<file path="src/rtl/kbd_scan_pkg.sv">
package kbd_scan_pkg;

    localparam int KB_ROWS = 6;
    localparam int KB_COLS = 16;

    localparam logic [7:0] CODE_CAPS  = 8'hFF;
    localparam logic [7:0] CODE_SHIFT = 8'hFE;
    localparam logic [7:0] CODE_SUPER = 8'hFD;
    localparam logic [7:0] CODE_CTRL  = 8'hFC;
    localparam logic [7:0] CODE_NONE  = 8'h00;

    localparam logic [3:0] STATUS_BASE = 4'h8;

    // modifier bit positions inside the status byte
    localparam int MOD_SHIFT_BIT = 0;
    localparam int MOD_CAPS_BIT  = 1;
    localparam int MOD_CTRL_BIT  = 2;
    localparam int MOD_SUPER_BIT = 3;

    typedef enum logic [1:0] {
        ST_IDLE = 2'd0,
        ST_SCAN = 2'd1,
        ST_DONE = 2'd2
    } scan_state_t;

    // Code carried by matrix position (r, c)
    function automatic logic [7:0] pos_code(input int r, input int c);
        if (r == 1 && c == 12)      return CODE_CAPS;
        else if (r == 2 && c == 9)  return CODE_SHIFT;
        else if (r == 3 && c == 6)  return CODE_SUPER;
        else if (r == 3 && c == 7)  return CODE_CTRL;
        else if (r == 5 && c >= 13) return CODE_NONE;
        else                        return 8'((r * KB_COLS) + c + 1);
    endfunction

endpackage

</file>
<file path="src/rtl/kbd_row_decode.sv">
module kbd_row_decode
    import kbd_scan_pkg::*;
#(
    parameter int COLS = KB_COLS,
    parameter int RW   = 3
) (
    input  logic [RW-1:0]   row,
    input  logic [COLS-1:0] bits,
    output logic            hit,
    output logic [7:0]      code,
    output logic [3:0]      mods
);

    logic [7:0] col_code [COLS];

    for (genvar c = 0; c < COLS; c++) begin : g_col
        always_comb col_code[c] = pos_code(int'(row), c);
    end

    always_comb begin
        hit  = 1'b0;
        code = CODE_NONE;
        mods = '0;
        for (int c = 0; c < COLS; c++) begin
            if (bits[c]) begin
                case (col_code[c])
                    CODE_SHIFT: mods[MOD_SHIFT_BIT] = 1'b1;
                    CODE_CAPS:  mods[MOD_CAPS_BIT]  = 1'b1;
                    CODE_CTRL:  mods[MOD_CTRL_BIT]  = 1'b1;
                    CODE_SUPER: mods[MOD_SUPER_BIT] = 1'b1;
                    default: begin
                        hit  = 1'b1;
                        code = col_code[c];
                    end
                endcase
            end
        end
    end

endmodule

</file>
<file path="src/rtl/kbd_scan_fsm.sv">
module kbd_scan_fsm
    import kbd_scan_pkg::*;
#(
    parameter int ROWS = KB_ROWS,
    parameter int RW   = 3
) (
    input  logic          clk,
    input  logic          rst_n,
    input  logic          frame_start,
    output logic [RW-1:0] row_idx,
    output logic          start_ack,
    output logic          step,
    output logic          done,
    output logic          busy
);

    localparam logic [RW-1:0] LAST_ROW = RW'(ROWS - 1);

    scan_state_t state, state_nx;

    always_ff @(posedge clk or negedge rst_n) begin
        if (!rst_n) state <= ST_IDLE;
        else        state <= state_nx;
    end

    always_comb begin
        state_nx = state;
        unique case (state)
            ST_IDLE: if (frame_start) state_nx = ST_SCAN;
            ST_SCAN: if (row_idx == LAST_ROW) state_nx = ST_DONE;
            ST_DONE: state_nx = ST_IDLE;
            default: state_nx = ST_IDLE;
        endcase
    end

    always_ff @(posedge clk or negedge rst_n) begin
        if (!rst_n) begin
            row_idx <= '0;
        end else if (state == ST_SCAN && row_idx != LAST_ROW) begin
            row_idx <= row_idx + RW'(1);
        end else begin
            row_idx <= '0;
        end
    end

    always_comb begin
        start_ack = 1'b0;
        step      = 1'b0;
        done      = 1'b0;
        busy      = 1'b1;
        unique case (state)
            ST_IDLE: begin
                busy      = 1'b0;
                start_ack = frame_start;
            end
            ST_SCAN: step = 1'b1;
            ST_DONE: done = 1'b1;
            default: busy = 1'b0;
        endcase
    end

endmodule

</file>
<file path="src/rtl/kbd_result_latch.sv">
module kbd_result_latch
    import kbd_scan_pkg::*;
(
    input  logic       clk,
    input  logic       rst_n,
    input  logic       clear,
    input  logic       step,
    input  logic       row_hit,
    input  logic [7:0] row_code,
    input  logic [3:0] row_mods,
    input  logic       commit,
    input  logic       rd_ack,
    output logic [7:0] key_code,
    output logic [7:0] key_status,
    output logic       rx_ready,
    output logic [1:0] sent_count
);

    logic [7:0] work_code;
    logic [3:0] work_mods;
    logic       take;

    always_ff @(posedge clk or negedge rst_n) begin
        if (!rst_n) begin
            work_code <= CODE_NONE;
            work_mods <= '0;
        end else if (clear) begin
            work_code <= CODE_NONE;
            work_mods <= '0;
        end else if (step) begin
            if (row_hit) work_code <= row_code;
            work_mods <= work_mods | row_mods;
        end
    end

    assign take = commit && (work_code != CODE_NONE);

    always_ff @(posedge clk or negedge rst_n) begin
        if (!rst_n) begin
            key_code   <= CODE_NONE;
            key_status <= {STATUS_BASE, 4'h0};
            rx_ready   <= 1'b0;
            sent_count <= '0;
        end else if (take) begin
            key_code   <= work_code;
            key_status <= {STATUS_BASE, work_mods};
            rx_ready   <= 1'b1;
            sent_count <= '0;
        end else if (rd_ack) begin
            rx_ready <= 1'b0;
            if (sent_count != 2'd3) sent_count <= sent_count + 2'd1;
        end
    end

endmodule

</file>
<file path="src/rtl/kbd_matrix_encoder.sv">
module kbd_matrix_encoder
    import kbd_scan_pkg::*;
#(
    parameter int ROWS = KB_ROWS,
    parameter int COLS = KB_COLS
) (
    input  logic                      clk,
    input  logic                      rst_n,
    input  logic                      frame_start,
    input  logic [COLS-1:0]           row_bits,
    input  logic                      rd_ack,
    output logic [$clog2(ROWS)-1:0]   row_idx,
    output logic                      scan_busy,
    output logic                      scan_done,
    output logic [7:0]                key_code,
    output logic [7:0]                key_status,
    output logic                      rx_ready,
    output logic [1:0]                sent_count
);

    localparam int RW = $clog2(ROWS);

    logic       start_ack, step;
    logic       row_hit;
    logic [7:0] row_code;
    logic [3:0] row_mods;

    kbd_scan_fsm #(.ROWS(ROWS), .RW(RW)) u_fsm (
        .clk(clk), .rst_n(rst_n), .frame_start(frame_start),
        .row_idx(row_idx), .start_ack(start_ack), .step(step),
        .done(scan_done), .busy(scan_busy)
    );

    kbd_row_decode #(.COLS(COLS), .RW(RW)) u_dec (
        .row(row_idx), .bits(row_bits),
        .hit(row_hit), .code(row_code), .mods(row_mods)
    );

    kbd_result_latch u_lat (
        .clk(clk), .rst_n(rst_n), .clear(start_ack), .step(step),
        .row_hit(row_hit), .row_code(row_code), .row_mods(row_mods),
        .commit(scan_done), .rd_ack(rd_ack),
        .key_code(key_code), .key_status(key_status),
        .rx_ready(rx_ready), .sent_count(sent_count)
    );

endmodule

</file>
<file path="config.mk">
export PLATFORM = sky130hd
export DESIGN_NAME = kbd_matrix_encoder
export DESIGN_NICKNAME = d
export VERILOG_FILES = /design/src/rtl/kbd_scan_pkg.sv /design/src/rtl/kbd_row_decode.sv /design/src/rtl/kbd_scan_fsm.sv /design/src/rtl/kbd_result_latch.sv /design/src/rtl/kbd_matrix_encoder.sv
export SDC_FILE = /design/constraint.sdc
export NUM_CORES = 1
export LEC_CHECK = 0
export BUFFER_PORTS_ARGS = -buffer_cell sky130_fd_sc_hd__buf_2
export CORE_UTILIZATION = 35
export CTS_CLUSTER_DIAMETER = 50
export CTS_CLUSTER_SIZE = 24
export DETAILED_ROUTE_END_ITERATION = 8
export GPL_ROUTABILITY_DRIVEN = 0
export PLACE_DENSITY = 0.68
export SLEW_MARGIN = 20
export SYNTH_ARGS = -nofsm -noshare
export SYNTH_HDL_FRONTEND = slang
export SYNTH_SLANG_ARGS = --single-unit
</file>
<file path="constraint.sdc">
create_clock -name clk -period 2.55 [get_ports clk]
set_input_delay 0.255 -clock clk [delete_from_list [all_inputs] [get_ports clk]]
set_output_delay 0.255 -clock clk [all_outputs]
set_load 0.02 [all_outputs]
</file>
# Yosys cells after proc, flatten, opt, wreduce, memory -nomap -nowiden
# Cells that the tools add are included.
# word_totals
word_cells	313
regBits	32
output_inout_bits	24
# op_classes
mux	169
n_addsub	32
n_eq_ne	75
n_reduce_logical	28
n_bitwise	1
# op_table
cell	count
== test 8 bit (second input constant)	64
two-way mux 8 bit	42
adder 8 x 2 -> 8 bit (second input constant)	15
two-way mux 1 bit	102
two-way mux 4 bit	18
adder 7 x 4 -> 8 bit (second input constant)	8
OR reduction 4 bit	16
adder 7 x 3 -> 8 bit (second input constant)	4
adder 7 x 2 -> 8 bit (second input constant)	2
== test 3 bit (second input constant)	4
two-way mux 2 bit	5
adder 7 x 1 -> 8 bit (second input constant)	1
nonzero test 2 bit	4
nonzero test 8 bit	1
AND reduction 2 bit	3
inequality test 2 bit (second input constant)	2
OR 4 bit	1
case mux 2 bit (2 select lines)	1
adder 3 x 1 -> 3 bit (second input constant)	1
== test 3 x 2 -> 1 bit (second input constant)	1
two-way mux 3 bit	1
inequality test 3 bit (second input constant)	1
adder 2 x 1 -> 2 bit (second input constant)	1
== test 2 x 1 -> 1 bit (second input constant)	1
other kinds (5)	6

# Logic depth before layout (Yosys ltp)
# Gate-level depths: netlist (run 1).
# logic_depth
word_depth	38
mapped_depth	8
ltp_nobuf	7

# Hierarchy
# From an unflattened synthesis (run 1), not the netlist that was laid out.
# unflattened
cells_unflattened	207
hier_area_um2	2026.9
# by_module_without_submodules
mod	n_inst	area_each_um2	seq_area_each_um2	cells_per_inst
kbd_result_latch	1	1141.1	675.6	93
kbd_row_decode	1	590.6	0.0	89
kbd_scan_fsm	1	295.3	125.1	25

# Least setup slack after synthesis (run 1)
# Ideal clock, no wire load.
# synth_path
kind	register to register
startpoint	register u_fsm.row_idx[2]
endpoint	register u_lat.work_code[7]
required_ns	2.420
slack_ns	0.245
path_buffers	1
t_arrival_ns	2.175
path_stages_with_launch	9
cell_sequence	dfrtp_1 -> clkbuf_1 -> inv_1 -> ha_1 -> nor2b_1 -> a2111o_2 -> o31ai_4 -> or3_1 -> a21oi_1
# synth_between
elab_chain_cells	38
elab_cells_between_ends	190
# synth_lines
item	line	source
start, declared	kbd_scan_fsm.sv:10	output logic [RW-1:0] row_idx,
start signal, assigned	kbd_scan_fsm.sv:40	row_idx <= row_idx + RW'(1);
parallel branches: the longest is 38 deep, another holds adder 7 x 1 -> 8 bit	-	
end signal, assigned	kbd_result_latch.sv:31	if (row_hit) work_code <= row_code;
end, declared	kbd_result_latch.sv:19	logic [7:0] work_code;
# Parallel ways; which one is timed is not known. The select of a mux whose other input is x is not followed.
# A chain may end at the register's enable or synchronous reset.

# Worst setup path in the final report (run 1)
# Ends and elaborated chain as after synthesis.

==> run summary, run 1 <==
status - complete, no violations
# hold bufs at CTS - 0
Overflow after GRT - 0
Resized Gates After CTS - 0
Core Rows - 25
Area Overhead vs Synth - 20.0%
clock buffer depth - 2
Top-Level Pins - 44
detailed-route via count - 1585
Critical Path Max Stage Delay - 510 ps
pin count of the biggest net entering global routing - 33
sequential share of the synthesized area - 0.441
fin crit period - 2340 ps
CTS tree - yes
CP required - 2720 ps
Critical-path top delay cell - a2111o_2
power density cells - 1000 nW/um^2
vias in the first global route - 1562
number of max-cap violations - 0
Flop pwr share - 0.368
maximum fanout along the worst path - 10
clock share of power - 0.220
initial antenna violation count - 0
first-pass GRT wire length - 7.04 mm
final count of hold timing violations - 0
Yosys top cell area share - 0.441
DR WL/cell - 13.4 um
Num CTS Buffers - 5
Post-Syn Area - 1820 sq um
1st-iter DRT viols - 118
DR pass1 iterations - 5
fmax - 428 MHz
diode count - 0
switching power - 0.883 mW
endpoints failing setup - 0
setup TNS - 0 ps
Initial Util - 0.375
core footprint - 4850 sq um
drt total wl - 4.07 mm
DRC viols - 0
Die Area - 5480 sq um
Max Used Layer - met4
register bit total from synthesis - 32
YS warnings - 0
crit path DAT - 2500 ps
Post-synth EDFFs - 0
placed wire-length estimate - 3.11 mm
post-synth cell types - 47
crit end category - register
Total Nets Final - 266
clock skew - 11.6 ps
Worst-path clk slew - 80 ps
Primary FF master, synth - dfrtp_1
LEAKAGE - 1.06 nW
top cells by area, synth - dfrtp_1 44%, ha_1 6.9%, nand2_1 6.8%, mux2_2 3.1%, a21oi_1 2.8%
Final Cycle Share - 0.916
WL met2 - 1.82 mm
Max-slew headroom - 0.530
Via density - 5.21
buffers added on ports - 39
share of layout cells above drive strength 1 - 0.262
Comb pwr share - 0.411
Worst IR Drop VDD - 423 uV
met3 wire len - 284 um
clk root buf - clkbuf_8
commonest cells in the netlist - 33 x nand2_1, 32 x dfrtp_1, 13 x inv_1
critical path launch point type - register
H-tree depth - 2
CP bufs+invs - 1
Slew @ Worst Pin - 706 ps
crit-path leading delay family - compound AO/OA/AOI/OAI gates
Die Wd - 74.0 um
CP cell instances - inv_1 > ha_2 > nor2b_1 > a2111o_2 > o31ai_4 > or3_1 > a21oi_1
Hold Crit Class - in2async
Post-CTS Setup Repair Bufs - 0
die height - 74.0 um
Mapped Avg Cell Area - 9.27 sq um
Setup Crit Path Kind - reg2reg
met1 wire length - 1.89 mm
Internal - 1.31 mW
dominant cell type by area after synthesis - dfrtp_1
Switching Fraction - 0.403
clk_lat worst skew - 290 ps
Core Util, Final - 0.450
RSZ-0062 raised after global routing - false
DRT antenna net count - 0
most frequent cell after synthesis - nand2_1
TritonCTS Sinks - 32
GRT Total Usage - 0.169
ys async rst share - 1.00
Final Slew Violations - 0
Syn Inst Count - 196
## layout by cell type, fill, tap and decap left out, drive strengths merged, types with 2 or more instances in the layout
| master | n |
|---|---|
| a2111o | 2 |
| a211oi | 2 |
| a21oi | 10 |
| a221oi | 2 |
| a31oi | 6 |
| a41oi | 2 |
| buf | 41 |
| clkbuf | 5 |
| conb | 4 |
| dfrtp | 32 |
| ha | 10 |
| inv | 13 |
| mux2 | 5 |
| nand2 | 33 |
| nand2b | 3 |
| nand3 | 7 |
| nor2 | 10 |
| nor2b | 4 |
| nor3 | 3 |
| nor4 | 3 |
| o21ai | 8 |
| o31ai | 4 |
| o41ai | 2 |
| or2 | 2 |
| or3 | 2 |
## cell families (layout without fill, tap and decap cells)
kind of cell | Yosys count | count (layout) | synth area share
AND/OR/NAND/NOR | 73 | 73 | 0.194
AO/OA/AOI/OAI | 49 | 49 | 0.195
flip-flops | 32 | 32 | 0.441
buffers and inverters | 23 | 62 | 0.0558
adder cells (fa/ha/maj) | 10 | 10 | 0.0689
multiplexers | 6 | 6 | 0.0365
other | 2 | 4 | 0.00413
XOR/XNOR | 1 | 1 | 0.00482
## final cells by class
type | instances | area, sq um
fillers | 494 | 2670
multi-input cells | 143 | 925
flip-flops and latches | 32 | 801
repair buffers | 41 | 210
well taps | 67 | 83.8
clock buffers | 5 | 68.8
inverters | 13 | 48.8
clock inverters | 3 | 42.5
## routing by layer
metal | GRT usage | up-vias
met4 | 0.0684 | 0
li1 | - | 777
met5 | 0 | -
met2 | 0.262 | 75
met3 | 0.0393 | 9
met1 | 0.228 | 724
## per-stage QoR
step                instance area (sq um)  hold slack, ps  worst slack, ps  std cells  power [mW]
floorplan                            1820           -40.6              245        198        1.43
global placement                     2070             352              286        296        1.70
detailed placement                   2070             357              187        296        1.72
CTS                                  2180            46.2              178        304        2.21
global route                         2180            70.7             38.5        304        2.37
finish                               2180            5.81              214        304        2.19
## worst paths after layout
check                             startpoint                   to  slack, ps  cells after the start
setup reg to reg            u_fsm.row_idx[2]   u_lat.work_code[7]        210                      7
max in group asynchronous              rst_n  u_lat.key_status[3]       2070                      1
setup / recovery            u_fsm.row_idx[2]   u_lat.work_code[7]        210                      7
hold / removal                         rst_n     u_fsm.row_idx[2]          6                      1
hold reg to reg            u_lat.key_code[1]    u_lat.key_code[1]        470                      2
min in group clk                      rd_ack       u_lat.rx_ready        180                      2
## power groups by stage
| stage | clock (mW) | sequential, mW | combinational (mW) |
|---|---|---|---|
| final | 0.483 | 0.806 | 0.900 |
| after CTS | 0.492 | 0.809 | 0.904 |
| after floorplan | 0 | 0.893 | 0.540 |
| after global placement | 0 | 0.809 | 0.886 |
| after detailed placement | 0 | 0.819 | 0.899 |
| after global routing | 0.510 | 0.832 | 1.02 |
## registers in the layout, indices dropped and copies added, names as in the netlist
register / cells
u_lat.key_code: 8
u_lat.work_code: 8
u_lat.key_status: 4
u_lat.work_mods: 4
u_fsm.row_idx: 3
u_fsm.state: 2
u_lat.sent_count: 2
u_lat.rx_ready: 1
No activity file was read; power rests on OpenSTA's default activity.
==> inputs of run 2 (changes only) <==
- CORE_UTILIZATION: 35 -> 40
- PLACE_DENSITY: 0.68 -> 0.75
==> run 2 against run 1 <==
Register-to-register slack hardly changed. Critical path depth stayed put. Sequential power is 0.5% higher. Fmax is 0.24% higher. Hold slack better by 2.7 ps. Combinational power is 0.7% lower. First-iteration DRC count is 11% lower. Global-route usage is 0.29 points higher. Largest cell class unchanged.
==> run summary, run 2 (synthesized netlist as in run 1, its figures left out) <==
setup TNS - 0 ps (unchanged)
share of layout cells above drive strength 1 - 0.262 (unchanged)
power density cells - 1030 nW/um^2 (+2.1%)
CP endpoint - u_lat.work_code[7]
final count of hold timing violations - 0 (unchanged)
Die Area - 4820 sq um (-12%)
fmax - 429 MHz (+0.24%)
M3 GR Usage - 0.0480 (+0.00867)
Area Overhead vs Synth - 19.8%
core footprint - 4350 sq um (-10%)
Hold Worst Slack - 8.55 ps (+2.74 ps)
Top-Level Pins - 44 (unchanged)
Via density - 5.47 (+5.0%)
Reg2Reg Depth - 7 (unchanged)
endpoints failing setup - 0 (unchanged)
status - complete, no violations
crit end category - register
critical path launch point type - register
Die Wd - 69.4 um (-6.3%)
Num CTS Buffers - 5 (unchanged)
Critical-path top delay cell - a2111o_2
Final Cycle Share - 0.914 (-0.00224)
DRC viols - 0 (unchanged)
maximum fanout along the worst path - 10 (unchanged)
detailed-route via count - 1582 (-0.19%)
reg-to-reg slack, setup - 220 ps (about the same)
Final Slew Violations - 0 (unchanged)
CP required - 2700 ps (-20 ps)
Slew @ Worst Pin - 691 ps (-14.6 ps)
die height - 69.4 um (-6.3%)
DR WL/cell - 13.7 um (+2.3%)
met2 Resource Use GR - 0.272 (+0.0102)
Worst IR Drop VDD - 405 uV (-4.3%)
Setup Crit Path Kind - reg2reg
clk_lat worst skew - 280 ps (about the same)
Max-slew headroom - 0.539 (+0.00975)
Reg2Reg Capture Point - u_lat.work_code[7]
clk root buf - clkbuf_8
CTS tree - yes
Initial Util - 0.417 (+0.0425)
Core Rows - 24 (-4.0%)
drt total wl - 3.96 mm (-2.8%)
gr busiest metal - met2
DRT antenna net count - 0 (unchanged)
LEAKAGE - 1.07 nW (+0.97%)
Critical Path Max Stage Delay - 510 ps (about the same)
largest registers - u_lat.key_code (8), u_lat.work_code (8)
Critical path origin - u_fsm.row_idx[2]
met1 Usage GRT - 0.221 (-0.00652)
fin crit period - 2330 ps (-5.70 ps)
# hold bufs at CTS - 0 (unchanged)
Overflow after GRT - 0 (unchanged)
Worst-path clk slew - 70 ps (about the same)
most common cell after layout, fill and taps aside - buf_2
first-pass GRT wire length - 6.52 mm (-7.4%)
crit path DAT - 2480 ps (-20 ps)
most frequent cells in the layout - 39 x buf_2, 33 x nand2_1, 32 x dfrtp_1
initial antenna violation count - 0 (unchanged)
diode count - 0 (unchanged)
1st-iter DRT viols - 105 (-11%)
RSZ-0062 raised after global routing - false
pin count of the biggest net entering global routing - 33 (unchanged)
vias in the first global route - 1402 (-10%)
source of the worst register-to-register timing path - u_fsm.row_idx[2]
clock buffer depth - 2 (unchanged)
placed cell area - 2050 sq um (-0.91%)
Hold Crit Class - in2async
DR pass1 iterations - 4 (-1)
H-tree depth - 2 (unchanged)
CP cell instances - inv_1 > ha_2 > nor2b_1 > a2111o_2 > o31ai_4 > or3_1 > a21oi_1
Resized Gates After CTS - 0 (unchanged)
design area - 2180 sq um (-0.17%)
number of max-cap violations - 0 (unchanged)
clock skew - 10.8 ps (-0.887 ps)
placed wire-length estimate - 3.04 mm (-2.2%)
GRT Total Usage - 0.172 (+0.00289)
buffers added on ports - 39 (unchanged)
Total Nets Final - 266 (unchanged)
TritonCTS Sinks - 32 (unchanged)
Overall Power - 2.23 mW (+1.9%)
Post-CTS Setup Repair Bufs - 0 (unchanged)
run 2: cell types whose count changed in the layout (fill, tap and decap cells not counted):
cell	change
clkinv_2	-1
clkinvlp_4	-1
clkbuf_8	+2
run 2: how the worst min path moves through the flow:
stage | to | cells past startpoint | slack, ps | start
floorplan | u_fsm.row_idx[0] | 0 | -40 | rst_n
global placement | u_lat.rx_ready | 1 | 340 | rst_n
detailed placement | u_lat.sent_count[1] | 1 | 350 | rst_n
CTS | u_lat.sent_count[1] | 1 | 30 | rst_n
global route | u_lat.sent_count[1] | 1 | 70 | rst_n
finish | u_lat.sent_count[1] | 1 | 9 | rst_n
run 2: power breakdown:
group | internal, mW | switching [mW] | total (mW)
Combinational | 0.340 | 0.555 | 0.894
Sequential | 0.677 | 0.133 | 0.810
Clock | 0.345 | 0.181 | 0.526
run 2: cell type report:
| cell class | count | area, sq um |
|---|---|---|
| tap | 52 | 65.1 |
| clock inverter | 1 | 30.0 |
| inverter | 13 | 48.8 |
| clock buffer | 7 | 96.3 |
| timing repair buffer | 41 | 210 |
| multi-input combinational | 143 | 925 |
| sequential | 32 | 801 |
| fill | 435 | 2180 |
run 2: critical path, delay by kind of cell (launching register included):
kind | cells | cell delay (ps)
AND/OR/NAND/NOR | 2 | 280
flip-flops | 1 | 470
buffers and inverters | 1 | 190
AO/OA/AOI/OAI | 3 | 990
adder cells (fa/ha/maj) | 1 | 270
run 2: layer usage:
| layer | up-vias | wire [um] |
|---|---|---|
| li1 | 779 | - |
| met1 | 737 | 1820 |
| met2 | 59 | 1810 |
| met3 | 7 | 254 |
| met4 | 0 | 68 |
| met5 | - | 0 |
run 2: per-stage QoR:
stage / cells / setup slack (ps) / utilization
after floorplan: 198 / 245 / -
after global placement: 281 / 294 / 0.470
after detailed placement: 281 / 190 / 0.470
after CTS: 289 / 166 / 0.499
after global routing: 289 / 64.6 / 0.500
final: 289 / 220 / 0.500
==> inputs of run 3 (changes only) <==
==> constraint.sdc (replaced) <==
create_clock -name clk -period 2.55 [get_ports clk]
set_input_delay 0.255 -clock clk [delete_from_list [all_inputs] [get_ports clk]]
set_output_delay 0.255 -clock clk [all_outputs]
set_load 0.1 [all_outputs]
==> run 3 against run 2 <==
Total power grew 26%. Clock power down 9.3%. Count of clock-buffer cells in the layout fell by 1. Largest power group unchanged. Routed wire length is 0.58% higher. Core utilization down 0.57 points. Register-to-register slack barely moved. Die area did not move. Final cell count decreased by 0.35%. Highest routed layer unchanged. Sequential power is essentially flat. Critical path type unchanged. First-iteration DRC count decreased by 4.8%. Global-route usage up 0.56 points.
==> run summary, run 3 (synthesized netlist as in run 1, its figures left out) <==
status - complete, no violations
H-tree depth - 2 (unchanged)
Num CTS Buffers - 5 (unchanged)
Top-Level Pins - 44 (unchanged)
final count of hold timing violations - 0 (unchanged)
Hold Worst Slack - 23.0 ps (+14.4 ps)
design area - 2150 sq um (-1.2%)
reg-to-reg slack, setup - 200 ps (about the same)
CP required - 2710 ps (about the same)
first-pass GRT wire length - 6.78 mm (+3.9%)
Resized Gates After CTS - 0 (unchanged)
CP cell instances - inv_1 > ha_1 > nor2b_1 > a2111o_2 > o31ai_4 > or3_1 > a21oi_1
1st-iter DRT viols - 100 (-4.8%)
met2 Resource Use GR - 0.265 (-0.00647)
maximum fanout along the worst path - 10 (unchanged)
fmax - 426 MHz (-0.62%)
Via density - 5.39 (-1.5%)
Area Overhead vs Synth - 18.4%
clock buffer depth - 2 (unchanged)
Total Nets Final - 265 (-0.38%)
Initial Util - 0.417 (unchanged)
detailed-route via count - 1553 (-1.8%)
Critical-path top delay cell - a2111o_2
placed wire-length estimate - 3.07 mm (+0.87%)
CP bufs+invs - 1 (unchanged)
Core Rows - 24 (unchanged)
crit path DAT - 2510 ps (+30 ps)
Worst IR Drop VDD - 650 uV (+61%)
critical path launch point type - register
met1 Usage GRT - 0.246 (+0.0246)
GRT Total Usage - 0.177 (+0.00557)
# hold bufs at CTS - 0 (unchanged)
Overflow after GRT - 0 (unchanged)
DRC viols - 0 (unchanged)
CTS tree - yes
Worst-path clk slew - 70 ps (about the same)
buffers added on ports - 39 (unchanged)
clock skew - 8.65 ps (-2.10 ps)
placed cell area - 2040 sq um (-0.18%)
power density cells - 1310 nW/um^2 (+28%)
Final Cycle Share - 0.920 (+0.00572)
number of max-cap violations - 0 (unchanged)
Die Area - 4820 sq um (unchanged)
Setup Crit Path Kind - reg2reg
Hold Crit Class - in2async
core footprint - 4350 sq um (unchanged)
Die Wd - 69.4 um (unchanged)
DRT antenna net count - 0 (unchanged)
crit end category - register
Final Slew Violations - 0 (unchanged)
Core Util, Final - 0.494 (-0.00575)
Max-slew headroom - 0.523 (-0.0163)
LEAKAGE - 1.05 nW (-1.7%)
M3 GR Usage - 0.0509 (+0.00291)
share of layout cells above drive strength 1 - 0.263 (+0.00111)
setup TNS - 0 ps (unchanged)
vias in the first global route - 1425 (+1.6%)
initial antenna violation count - 0 (unchanged)
Slew @ Worst Pin - 716 ps (+24.5 ps)
RSZ-0062 raised after global routing - false
gr busiest metal - met2
clk root buf - clkbuf_8
Critical Path Max Stage Delay - 520 ps (about the same)
endpoints failing setup - 0 (unchanged)
drt total wl - 3.98 mm (+0.58%)
pin count of the biggest net entering global routing - 33 (unchanged)
TritonCTS Sinks - 32 (unchanged)
diode count - 0 (unchanged)
Critical path origin - u_fsm.row_idx[2]
DR WL/cell - 13.8 um (+0.93%)
most common cell after layout, fill and taps aside - buf_2
die height - 69.4 um (unchanged)
source of the worst register-to-register timing path - u_fsm.row_idx[2]
largest registers - u_lat.key_code (8), u_lat.work_code (8)
most frequent cells in the layout - 39 x buf_2, 33 x nand2_1, 29 x dfrtp_1
clk_lat worst skew - 280 ps (about the same)
DR pass1 iterations - 7 (+3)
fill count - 417 (-4.1%)
crit-path leading delay family - compound AO/OA/AOI/OAI gates
Post-CTS Setup Repair Bufs - 0 (unchanged)
fin crit period - 2350 ps (+14.6 ps)
-- run 3: cell types whose count changed in the layout (fill, tap and decap cells not counted) --
cell / change
clkbuf_8: -2
dfrtp_2: +3
clkinv_2: +1
clkbuf_1: +1
ha_1: +1
buf_4: -1
ha_2: -1
dfrtp_1: -3
-- run 3: layout make-up --
type,count,area [sq um],share of cell area
clock buffers,6,72.6,0.0337
multi-input cells,143,922,0.429
flip-flops and latches,32,805,0.374
clock inverters,2,35.0,0.0163
repair buffers,40,203,0.0942
well taps,52,65.1,0.0303
inverters,13,48.8,0.0227
-- run 3: final timing paths --
kind,to,cells past startpoint
setup reg to reg,u_lat.work_code[7],7
hold / removal,u_lat.work_code[5],1
setup / recovery,u_lat.work_code[7],7
min in group clk,u_lat.rx_ready,2
max in group asynchronous,u_fsm.row_idx[1],1
hold reg to reg,u_lat.key_code[5],2
-- run 3: routing by layer --
layer  vias up  share of wire
met1       703           0.47
li1        777              -
met5         -              0
met2        68           0.45
met4         0         0.0093
met3         5          0.076
-- run 3: report_power, final --
group	switching, mW	internal, mW
logic	1.19	0.339
clock network	0.187	0.290
registers	0.129	0.681
total	1.50	1.31
-- run 3: stage by stage --
stage                     power (mW)  std cells  setup WS, ps
after floorplan                 2.07        198          45.4
after global placement          2.34        280           328
after detailed placement        2.35        280           235
after CTS                       2.83        288           217
after global routing            2.98        288          69.8
final                           2.81        288           205
-- run 3: worst reg2reg max path, stage by stage, from the launching register on --
cell      delay (ps)
dfrtp_2          460
inv_1            160
ha_1             310
nor2b_1          130
a2111o_2         520
o31ai_4          400
or3_1            180
a21oi_1           60
